$ cat config.mk
export PLATFORM = sky130hd
export DESIGN_NAME = qenc_pos_if
export DESIGN_NICKNAME = d
export VERILOG_FILES = /design/src/rtl/qenc_pkg.sv /design/src/rtl/qenc_sync.sv /design/src/rtl/qenc_decode.sv /design/src/rtl/qenc_counter.sv /design/src/rtl/qenc_pos_if.sv
export SDC_FILE = /design/constraint.sdc
export NUM_CORES = 1
export LEC_CHECK = 0
export CORE_ASPECT_RATIO = 2
export CORE_UTILIZATION = 43
export DETAILED_ROUTE_END_ITERATION = 10
export DONT_BUFFER_PORTS = 1
export PLACE_DENSITY_LB_ADDON = 0.1
export SKIP_CTS_REPAIR_TIMING = 1
export SLEW_MARGIN = 10
export SYNTH_ARGS = -nofsm -noshare
export SYNTH_HDL_FRONTEND = slang
export SYNTH_SLANG_ARGS = --single-unit
$ cat constraint.sdc
create_clock -name clk -period 2.9 [get_ports clk]
set_input_delay 0.58 -clock clk [delete_from_list [all_inputs] [get_ports clk]]
set_output_delay 0.58 -clock clk [all_outputs]
set_load 0.05 [all_outputs]
$ cat src/rtl/qenc_pkg.sv
package qenc_pkg;
   localparam int REG_W = 16;

   typedef enum logic [2:0] {
      MD_OFF    = 3'b000,
      MD_TICK   = 3'b001,
      MD_NONE2  = 3'b010,
      MD_NONE3  = 3'b011,
      MD_X2_IDX = 3'b100,
      MD_X2_MAX = 3'b101,
      MD_X4_IDX = 3'b110,
      MD_X4_MAX = 3'b111
   } qmode_e;

   // control word bit positions
   localparam int B_ERR  = 15;
   localparam int B_IDX  = 12;
   localparam int B_DIR  = 11;
   localparam int B_MDLO = 8;
   localparam int B_SWP  = 7;
   localparam int B_OE   = 6;
endpackage

$ cat src/rtl/qenc_sync.sv
module qenc_sync #(
   parameter int W      = 3,
   parameter int STAGES = 2
) (
   input  logic         clk,
   input  logic         rst_n,
   input  logic [W-1:0] d,
   output logic [W-1:0] q
);
   generate
      if (STAGES < 2) begin : g_bad_stages
         $error("qenc_sync: STAGES must be at least 2");
      end
   endgenerate

   logic [W-1:0] chain [STAGES];

   generate
      for (genvar s = 0; s < STAGES; s++) begin : g_stage
         always_ff @(posedge clk) begin
            if (!rst_n) chain[s] <= '0;
            else if (s == 0) chain[s] <= d;
            else chain[s] <= chain[(s == 0) ? 0 : s - 1];
         end
      end
   endgenerate

   assign q = chain[STAGES-1];
endmodule

$ cat src/rtl/qenc_decode.sv
module qenc_decode (
   input  logic clk,
   input  logic rst_n,
   input  logic a_in,
   input  logic b_in,
   input  logic swap,
   input  logic quad_en,
   input  logic full_res,
   output logic step,
   output logic up
);
   logic a, b, a_prev, b_prev, chg_a, chg_b;

   assign a = swap ? b_in : a_in;
   assign b = swap ? a_in : b_in;

   always_ff @(posedge clk) begin
      if (!rst_n) begin
         a_prev <= 1'b0;
         b_prev <= 1'b0;
      end else begin
         a_prev <= a;
         b_prev <= b;
      end
   end

   assign chg_a = a ^ a_prev;
   assign chg_b = b ^ b_prev;

   // a lone A edge counts in both resolutions; a lone B edge only at full
   assign step = quad_en & ((chg_a & ~chg_b) | (full_res & chg_b & ~chg_a));
   assign up   = a ^ b_prev;
endmodule

$ cat src/rtl/qenc_counter.sv
module qenc_counter #(
   parameter int W = 16
) (
   input  logic         clk,
   input  logic         rst_n,
   input  logic         step,
   input  logic         up,
   input  logic         clr,
   input  logic [W-1:0] maxv,
   output logic [W-1:0] cnt
);
   logic [W-1:0] cnt_q, cnt_d;

   always_comb begin
      cnt_d = cnt_q;
      if (clr)                     cnt_d = '0;
      else if (step && up)         cnt_d = (cnt_q == maxv) ? '0 : cnt_q + 1'b1;
      else if (step)               cnt_d = (cnt_q == '0) ? maxv : cnt_q - 1'b1;
   end

   always_ff @(posedge clk) begin
      if (!rst_n) cnt_q <= '0;
      else        cnt_q <= cnt_d;
   end

   assign cnt = cnt_q;


   clear_zero_chk: assert property (@(posedge clk) disable iff (!rst_n)
      clr |=> (cnt == '0));

   wrap_up_chk: assert property (@(posedge clk) disable iff (!rst_n)
      (!clr && step && up && cnt == maxv) |=> (cnt == '0));

   wrap_dn_chk: assert property (@(posedge clk) disable iff (!rst_n)
      (!clr && step && !up && cnt == '0) |=> (cnt == $past(maxv)));
endmodule

$ cat src/rtl/qenc_pos_if.sv
module qenc_pos_if
   import qenc_pkg::*;
#(
   parameter int CNT_W       = 16,
   parameter int SYNC_STAGES = 2
) (
   input  logic             clk,
   input  logic             rst_n,
   input  logic             reg_wr,
   input  logic             reg_sel,
   input  logic [15:0]      reg_wdata,
   output logic [15:0]      reg_rdata,
   input  logic             ph_a,
   input  logic             ph_b,
   input  logic             idx_in,
   input  logic             tick_en,
   output logic             dir_out,
   output logic             dir_oe,
   output logic [CNT_W-1:0] pos_cnt
);
   localparam int PAD_W = REG_W - CNT_W;

   generate
      if (CNT_W < 2 || CNT_W > REG_W) begin : g_bad_w
         $error("qenc_pos_if: CNT_W must lie in 2..16");
      end
   endgenerate

   logic [2:0]       sync_q;
   logic             a_s, b_s, idx_s, idx_prev;
   qmode_e           mode_q;
   logic             swap_q, oe_q, dir_q, err_q;
   logic [CNT_W-1:0] max_q;
   logic             quad, full_res, idx_mode, tick_mode;
   logic             dec_step, dec_up, step_all, up_all;
   logic             idx_rise, clr, err_hit, wr_ctrl, wr_max;

   qenc_sync #(.W(3), .STAGES(SYNC_STAGES)) u_sync (
      .clk(clk), .rst_n(rst_n), .d({idx_in, ph_b, ph_a}), .q(sync_q));

   assign {idx_s, b_s, a_s} = sync_q;

   assign quad      = mode_q[2];
   assign full_res  = mode_q[1];
   assign idx_mode  = quad & ~mode_q[0];
   assign tick_mode = (mode_q == MD_TICK);

   qenc_decode u_dec (
      .clk(clk), .rst_n(rst_n), .a_in(a_s), .b_in(b_s), .swap(swap_q),
      .quad_en(quad), .full_res(full_res), .step(dec_step), .up(dec_up));

   assign step_all = quad ? dec_step : (tick_mode & tick_en);
   assign up_all   = quad ? dec_up   : dir_q;
   assign idx_rise = idx_s & ~idx_prev;
   assign clr      = idx_mode & idx_rise;
   assign err_hit  = clr & (pos_cnt != '0) & (pos_cnt != max_q);

   qenc_counter #(.W(CNT_W)) u_cnt (
      .clk(clk), .rst_n(rst_n), .step(step_all), .up(up_all), .clr(clr),
      .maxv(max_q), .cnt(pos_cnt));

   assign wr_ctrl = reg_wr & ~reg_sel;
   assign wr_max  = reg_wr &  reg_sel;

   always_ff @(posedge clk) begin
      if (!rst_n) begin
         mode_q   <= MD_OFF;
         swap_q   <= 1'b0;
         oe_q     <= 1'b0;
         dir_q    <= 1'b0;
         err_q    <= 1'b0;
         idx_prev <= 1'b0;
         max_q    <= '1;
      end else begin
         idx_prev <= idx_s;
         if (wr_ctrl) begin
            mode_q <= qmode_e'(reg_wdata[B_MDLO +: 3]);
            swap_q <= reg_wdata[B_SWP];
            oe_q   <= reg_wdata[B_OE];
         end
         if (wr_ctrl && reg_wdata[B_MDLO +: 3] == MD_TICK) dir_q <= reg_wdata[B_DIR];
         else if (dec_step)                                  dir_q <= dec_up;
         err_q <= err_hit | (err_q & ~(wr_ctrl & ~reg_wdata[B_ERR]));
         if (wr_max) max_q <= reg_wdata[CNT_W-1:0];
      end
   end

   always_comb begin
      reg_rdata = '0;
      if (reg_sel) begin
         reg_rdata = {{PAD_W{1'b0}}, max_q};
      end else begin
         reg_rdata[B_ERR]         = err_q;
         reg_rdata[B_IDX]         = idx_s;
         reg_rdata[B_DIR]         = dir_q;
         reg_rdata[B_MDLO +: 3]   = mode_q;
         reg_rdata[B_SWP]         = swap_q;
         reg_rdata[B_OE]          = oe_q;
      end
   end

   assign dir_oe  = oe_q;
   assign dir_out = oe_q & dir_q;


   hold_chk: assert property (@(posedge clk) disable iff (!rst_n)
      (!quad && !tick_mode) |=> $stable(pos_cnt));

   err_sticky_chk: assert property (@(posedge clk) disable iff (!rst_n)
      (err_q && !(wr_ctrl && !reg_wdata[B_ERR])) |=> err_q);

   pin_off_chk: assert property (@(posedge clk) disable iff (!rst_n)
      !dir_oe |-> !dir_out);

   dir_ro_chk: assert property (@(posedge clk) disable iff (!rst_n)
      (quad && !dec_step && !(wr_ctrl && reg_wdata[B_MDLO +: 3] == MD_TICK))
      |=> $stable(dir_q));
endmodule

# == Word-level counts from Yosys, hierarchy flattened ==
# Memory sizes are Yosys's and may differ from the RTL's.
# Cells that the tools add are included.
# Widths: inputs -> output; s select.
# totals
ff_bits,42
latch_bits,0
ram_bits,6
mem_bits_ro,0
in_bits,24
n_memories,1
# memory_table
name,depth,word_bits,rd,rd_clocked_by_memory_dff,wr,line_no,source
u_sync.chain,2,3,2,0,2,qenc_sync.sv:16,logic [W-1:0] chain [STAGES];
# op_classes
addsub,2
multipliers,0
div,0
order_cmp,0
n_eq_ne,4
n_shift,0
n_mux,18
bitwise,30
reduce_logical,7
# op_table
operator,count
$mux 16,4
$add 16x1->16 const B,1
$eq 16x16->1,1
$logic_not 16->1,1
$ne 16x16->1,1
$reduce_bool 16->1,1
$sub 16x1->16 const B,1
$and 1x1->1,15
$mux 1,9
$not 1->1,8
$mux 7,1
$eq 3x1->1 const B,2
$mux 3,2
$mux 6,1
$or 1x1->1,4
$reduce_bool 2->1,2
$xor 1x1->1,3
$logic_and 1x1->1,2
$mux 2,1
$reduce_or 2->1,1

# == Longest topological paths before layout ==
# Gate-level depths: netlist (run 1).
# depth
word_depth,9
depth_mapped,10

# == Cells and area by module ==
# A second synthesis (run 1) with hierarchy kept.
# hier_totals
hier_cells,409
area_unflattened_um2,3270.6
# by_module_without_submodules
mod,n_inst,cells_per_inst,area_per_inst_um2,seq_area_each_um2
qenc_counter,1,227,1691.6,320.3
qenc_pos_if,1,155,1280.0,480.5
qenc_sync,1,12,157.7,120.1
qenc_decode,1,15,141.4,40.0

# == Worst setup path after synthesis (run 1) ==
# Ideal clock, no wire load.
# synth_timing
path_type,input port to output port
from,in reg_sel
to,out reg_rdata[9]
arrival_ps,2072
setup_slack_ps,248
path_stages,3
path_cell_list,clkbuf_1 clkbuf_1 o21ai_0
# synth_between
elab_chain_len,1
# synth_rtl
item,line_no,source
"start, declared",qenc_pos_if.sv:10,"input logic reg_sel,"
$mux 7,qenc_pos_if.sv:90,if (reg_sel) begin
"end, declared",qenc_pos_if.sv:12,"output logic [15:0] reg_rdata,"
# No other way between the ends.

# == Worst setup path after layout (run 1) ==
# layout_timing
from,reg swap_q
to,reg u_cnt.cnt_q[15] (netlist: u_cnt.cnt[15])
# layout_between
elab_chain_len,9
elab_cells_between_ends,17
cone_classes,5 x mux; 10 x bitwise; 2 x reduce/logical
# layout_rtl
item,line_no,source
"start, declared",qenc_pos_if.sv:32,"logic swap_q, oe_q, dir_q, err_q;"
"start signal, assigned",qenc_pos_if.sv:78,swap_q <= reg_wdata[B_SWP];
"$mux 1, on equally long branches","qenc_decode.sv:15, qenc_decode.sv:14",
"$xor 1x1->1, on equally long branches","qenc_decode.sv:28, qenc_decode.sv:27",
$and 1x1->1 / $not 1->1 (equally long branches),qenc_decode.sv:31,assign step = quad_en & ((chg_a & ~chg_b) | (full_res & chg_b & ~chg_a));
$and 1x1->1,qenc_decode.sv:31,
$or 1x1->1,qenc_decode.sv:31,
$and 1x1->1,qenc_decode.sv:31,
$mux 1,qenc_pos_if.sv:52,assign step_all = quad ? dec_step : (tick_mode & tick_en);
$logic_and 1x1->1,qenc_counter.sv:17,else if (step && up) cnt_d = (cnt_q == maxv) ? '0 : cnt_q + 1'b1;
$mux 16 / $reduce_bool 2->1 (equally long branches),-,
"end signal, assigned",qenc_counter.sv:23,else cnt_q <= cnt_d;
"end, declared",qenc_counter.sv:12,"logic [W-1:0] cnt_q, cnt_d;"
# Parallel ways exist; a longest one is shown, timed or not.
# A chain may end at the register's enable or synchronous reset.

==> impl_results.md, run 1 <==
- Hold path depth: 1
- Final Setup Violations: 0
- Critical path arrival: between 2000 and 3000 ps
- Final Cycle Share: 84.2%
- Die area: around 7400 µm²
- Reg2reg start: swap_q
- # nets final: between 400 and 500
- Switch Pwr: ~0.56 mW
- Internal: 1.25 mW
- Hold_sp: rst_n
- Asr flop ratio synth: 0%
- # rows: 43
- Core Region: slightly below 7000 µm²
- Number of global-route vias before repair: 2889
- Largest net degree at the start of global routing: 35
- Cell area after placement: between 3000 and 4000 µm²
- Number of hold violations in the final report: 0
- Pwr Density: ~530 nW/µm²
- Met2 wire length: about 4.9 mm
- Switch share: a little under a third
- Gr usage total: a little over a quarter
- RSZ-0062 raised after global routing: false
- Die H: 121 µm
- Setup TNS Final: 0 ps
- Pre-Repair DR Iteration Count: 5
- Initial DRC count: between 150 and 200
- Setup WS pre-CTS: about 480 ps
- Max_cap viols: 0
- Initial antenna violation count: 0
- Worst R2R Path Depth: 8
- Combinational share of power: between 20 and 25%
- Synthesis-stage register bit count: 48
- Max H-tree Level: 2
- DRC: 0
- Startpoint Class: flop
- IO buf count: 0
- Routed len/inst: approximately 19 µm
- Worst slew pin tran: ~700 ps
- Slowest stage delay, CP: roughly 450 ps
- Via count: approximately 2900
- Vias/cell: ~6
- Starting density of the core: between 40% and 50%
- Final instance area: around 3400 µm²
- CTS Buf Count: 5
- CP Data Required Time: approximately 3100 ps
- CTS tree: yes
- DRT met1 WL: between 3 and 4 mm
- Met3 WL: roughly 500 µm
- Status: completed
- WS Path Type: flop to flop
- Yosys warning total: 0
- Synth cell types: between 50 and 60
- Mapped Cells: between 300 and 400
- Clock net sink count: 48
- GP Congestion: ~1
- CTS Root Cell: clkbuf_16
- End of the worst hold path: max_q[13]
- CP Capture Type: flop
- Clock-pin slew on the worst setup and hold paths: 70 ps
- Layout area overhead: 13.1%
- Die W: 61.4 µm
- Worst rel slew slack: a little over half
- Post-synth EDFFs: 0
- Min Hold Slack: between 300 and 400 ps
- R2r setup slk: approximately 460 ps
- Routed Antenna Nets: 0
- Type of the worst min-delay path: input port to flop
- Drt total wl: roughly 9.3 mm
- Clock Skew: ~8.9 ps
- CP Cell Sequence: mux2i_1 -> xnor2_1 -> mux2i_1 -> buf_4 -> nor3_2 -> buf_4 -> or3b_1 -> a41oi_2
- First-pass GRT wire length: roughly 15 mm
- RR Endpoint: u_cnt.cnt[15]
- Top FF cell, synth: dfxtp_1
- Share of cells above drive strength 1: 13.2%
- Final Critical Period: 2440 ps
- Worst skew pair latency: around 300 ps
- Total Power: between 1.5 and 2 mW
- Sequential fraction of the synthesis area: between 30% and 40%
- Max Freq: between 400 and 500 MHz
- Longest Clk Path Bufs: 2
- Setup ws final: between 400 and 500 ps
- Synthesized cell area: around 3000 µm²
- Mean Syn Cell Area: 7.69 µm²
- Ant. Diodes: 0
- Critical path fanouts, max: 16
- GR Overflow Total: 0
- Peak supply drop: roughly 580 µV
- Sequential power share: around 40%
- Post-synthesis net count: 421
- Boundary pin count: 58
- Clk network pwr share: a little under two fifths
- Slew Viols, Final: 0
- Slowest CP cell: dfxtp_1
- Top Layer Used: met4
- Leak: 1.31 nW
- DP Wirelength: roughly 7 mm
[worst max path at each step]
| stage | from | endpoint | slack (ps) |
|---|---|---|---|
| 6_report | swap_q | u_cnt.cnt[15] | 460 |
| 3_5_place_dp | swap_q | u_cnt.cnt[15] | 480 |
| 4_1_cts | swap_q | u_cnt.cnt[15] | 460 |
| 5_1_grt | swap_q | u_cnt.cnt[15] | 350 |
| 3_3_place_gp | swap_q | u_cnt.cnt[15] | 550 |
| 2_1_floorplan | reg_sel | reg_rdata[9] | 250 |
[area by class of cell]
cell class,instances,area [µm²]
flip-flops and latches,48,961
multi-input cells,308,1910
well taps,90,113
inverters,5,18.8
fillers,738,3460
clock inverters,2,38.8
repair buffers,32,253
clock buffers,6,139
[logic make-up (layout without fill, tap and decap cells)]
kind of cell | count (synthesis) | count (layout) | share of synthesized area [%]
and+or+nand+nor | 191 | 191 | 32.2
AOI/OAI and AO/OA | 74 | 74 | 17.0
DFF | 48 | 48 | 31.7
buffers and inverters | 38 | 45 | 5.62
xor gates and xnor gates | 29 | 29 | 8.38
muxes | 11 | 11 | 3.92
adders and majority gates | 3 | 3 | 1.24
[through the flow]
step | instances | utilization (%)
after floorplan | 394 | -
after global placement | 483 | 47.2
after detailed placement | 483 | 47.2
after CTS | 491 | 49.8
after global routing | 491 | 49.8
final | 491 | 49.8
[cells in the mapped netlist (3+ instances only)]
master | instances | area, µm²
nand3b_1 | 5 | 37.5
nor2b_1 | 5 | 31.3
inv_1 | 5 | 18.8
o211ai_1 | 9 | 67.6
o31ai_1 | 6 | 45.0
o21ai_1 | 6 | 30.0
nand3_1 | 29 | 145
xor2_1 | 9 | 78.8
nor3_1 | 10 | 50.1
o22ai_1 | 6 | 37.5
a21boi_0 | 6 | 45.0
buf_2 | 7 | 35.0
a31oi_1 | 7 | 43.8
a221oi_1 | 3 | 26.3
xnor2_1 | 20 | 175
mux2_2 | 7 | 78.8
nand4_1 | 9 | 56.3
clkbuf_1 | 23 | 86.3
nor4_1 | 5 | 31.3
ha_1 | 3 | 37.5
o21ai_0 | 9 | 45.0
dfxtp_1 | 48 | 961
a22oi_1 | 6 | 45.0
a21oi_1 | 4 | 20.0
mux2i_1 | 4 | 40.0
nand2_1 | 74 | 278
and2_1 | 20 | 125
nor2_1 | 14 | 52.6
[power by group through the flow]
stage / sequential, mW / clock [mW] / combinational [mW]
3_5_place_dp: 0.744 / 0 / 0.397
2_1_floorplan: 0.748 / 0 / 0.294
6_report: 0.729 / 0.688 / 0.401
3_3_place_gp: 0.743 / 0 / 0.398
4_1_cts: 0.729 / 0.706 / 0.399
5_1_grt: 0.733 / 0.725 / 0.428
[worst max-delay path, delay by kind of cell (launching register included)]
| kind | cells | cell delay, ps |
|---|---|---|
| AND/OR/NAND/NOR | 2 | 690 |
| AO/OA/AOI/OAI | 1 | 190 |
| buffers and inverters | 2 | 460 |
| XOR/XNOR | 1 | 180 |
| multiplexers | 2 | 400 |
| flip-flops | 1 | 450 |
[registers in the layout, indices dropped and copies added (netlist names)]
name and count:
dir_q 1, mode_q 3, idx_prev 1, u_dec.b_prev 1
max_q 16, u_sync.chain 6, dir_oe 1, swap_q 1
err_q 1, u_dec.a_prev 1, u_cnt.cnt 16
[placed cells by master, fill, tap and decap left out, types with 5 or more instances in the layout]
cell type	count
a22oi_1	6
nand4_1	9
and2_1	20
o21ai_0	8
xor2_1	9
clkbuf_16	5
a31oi_1	7
mux2_2	7
o31ai_1	6
o22ai_1	6
inv_1	5
buf_4	31
nand3_1	29
xnor2_1	20
nor3_1	10
o21ai_1	7
nor2b_1	5
a21boi_0	6
dfxtp_1	48
nand3b_1	5
nand2_1	74
nor2_1	14
o211ai_1	9
[layer usage]
layer	vias up	track usage, %
li1	1417	-
met1	1343	29.3
met2	133	46.3
met3	43	4.17
met4	0	18.5
met5	-	0
(Power assumes the default switching activity.)
==> inputs of run 2 (changes only) <==
==> constraint.sdc (replaced) <==
create_clock -name clk -period 2.5 [get_ports clk]
set_input_delay 0.5 -clock clk [delete_from_list [all_inputs] [get_ports clk]]
set_output_delay 0.5 -clock clk [all_outputs]
set_load 0.05 [all_outputs]
==> impl_results.md, run 2 (same netlist as run 1, synthesis figures left out) <==
- CTS tree: yes
- Peak supply drop: 439 µV
- Number of hold violations in the final report: 0
- Max H-tree Level: 2
- Boundary pin count: 58
- Number of global-route vias before repair: 2867
- Largest net degree at the start of global routing: 35
- CP Data Required Time: approximately 2700 ps
- DRC: 0
- Combinational share of power: 22.8%
- Leak: roughly 1.4 nW
- Routed len/inst: ~19 µm
- Pwr Density: between 500 and 600 nW/µm²
- Gr usage total: between 20% and 30%
- Via count: approximately 3000
- GP Congestion: ~0.95
- Initial antenna violation count: 0
- WS Path Type: flop to flop
- Die H: ~120 µm
- Share of cells above drive strength 1: roughly 16%
- Clock Skew: ~4.9 ps
- GR Overflow Total: 0
- # nets final: 441
- Vias/cell: ~5.9
- Type of the worst min-delay path: input port to flop
- Commonest non-fill, non-tap cell in the layout: nand2_1
- CP Cell Sequence: buf_4 -> and4_1 -> and4_4 -> nand3_2 -> or3_1 -> or3b_1 -> a41oi_2
- Commonest cells after routing, fill and taps aside: nand2_1 (74), dfxtp_1 (48), buf_4 (46), nand3_1 (29)
- Max_cap viols: 0
- Slew Viols, Final: 0
- Slowest CP cell: or3_1
- Clock-pin slew on the worst setup and hold paths: 70 ps
- Switch share: 31.7%
- Final Critical Period: 2330 ps
- Sequential power share: 40.0%
- Final Setup Violations: 0
- First-pass GRT wire length: ~15 mm
- Slowest stage delay, CP: slightly above 400 ps
- CTS Root Cell: clkbuf_16
- Critical path arrival: between 2000 and 3000 ps
- Internal: 1.43 mW
- RSZ-0062 raised after global routing: false
- Core Region: roughly 6900 µm²
- Initial DRC count: approximately 190
- # rows: 43
- Pre-Repair DR Iteration Count: 4
- Status: completed
- CP Capture Type: flop
- Max Freq: 429 MHz
- Setup WS pre-CTS: between 90 and 100 ps
- Setup TNS Final: 0 ps
- Die W: 61.4 µm
- Ant. Diodes: 0
- IO buf count: 0
- Final Cycle Share: 93.3%
- DP Wirelength: approximately 7.3 mm
- Longest Clk Path Bufs: 2
- Worst slew pin tran: slightly below 900 ps
- Starting density of the core: roughly 44%
- Worst rel slew slack: around two fifths
- Routed Antenna Nets: 0
- Setup ws final: around 170 ps
- Worst skew pair latency: ~290 ps
- Drt total wl: around 9.6 mm
- Startpoint Class: flop
- Clock net sink count: 48
- Clk network pwr share: between 30% and 40%
- Layout area overhead: 16.1%
- CTS Buf Count: 5
- Switch Pwr: 0.663 mW
- Critical path fanouts, max: 10
- Die area: roughly 7400 µm²
-- run 2: changes by cell type in the layout (fill, tap and decap cells not counted), sizes merged --
| cell | before | now |
|---|---|---|
| clkinvlp | 0 | 1 |
| clkbuf | 6 | 5 |
| buf | 32 | 46 |
-- run 2: worst max-delay path: cells and delay by family, from the launching register on --
| kind | cells | cell delay (ps) |
|---|---|---|
| buffers and inverters | 1 | 260 |
| DFF | 1 | 330 |
| and+or+nand+nor | 5 | 1480 |
| AOI/OAI and AO/OA | 1 | 190 |
-- run 2: layout make-up --
class,count,area (µm²)
Sequential cell,48,961
Clock inverter,3,42.5
Timing Repair Buffer,46,345
Inverter,5,18.8
Tap cell,90,113
Fill cell,747,3370
Clock buffer,5,125
Multi-Input combinational cell,308,1910
-- run 2: path summary, 6_finish.rpt --
check,startpoint,to,slack (ps),depth (start not counted)
setup / recovery,u_cnt.cnt[0],u_cnt.cnt[15],170,7
hold / removal,rst_n,max_q[13],280,1
setup reg to reg,u_cnt.cnt[0],u_cnt.cnt[15],170,7
hold reg to reg,u_sync.chain[0][0],u_sync.chain[1][0],440,1
-- run 2: power by group through the flow --
stage / Sequential [mW] / Combinational, mW / Clock (mW)
global placement: 0.853 / 0.472 / 0
floorplan: 0.867 / 0.341 / 0
detailed placement: 0.854 / 0.473 / 0
CTS: 0.836 / 0.474 / 0.791
global route: 0.841 / 0.512 / 0.827
finish: 0.836 / 0.477 / 0.776
-- run 2: stage by stage --
step	utilization, %	area [µm²]	std cells	hold slack, ps	total power [mW]
after floorplan	-	3030	394	412	1.21
after global routing	51.1	3520	505	269	2.18
after detailed placement	48.5	3340	497	422	1.33
final	51.1	3520	505	278	2.09
after CTS	51.0	3510	505	275	2.10
after global placement	48.5	3340	497	414	1.32
-- run 2: per-layer routing --
layer | vias to the layer above | wire length [µm] | part of all wire (%) | GRT usage [%]
met3 | 28 | 447 | 4.6 | 5.35
met2 | 96 | 5160 | 54 | 49.3
met5 | - | 0 | 0 | 0
met4 | 0 | 385 | 4.0 | 14.0
met1 | 1387 | 3620 | 38 | 31.3
li1 | 1446 | - | - | -
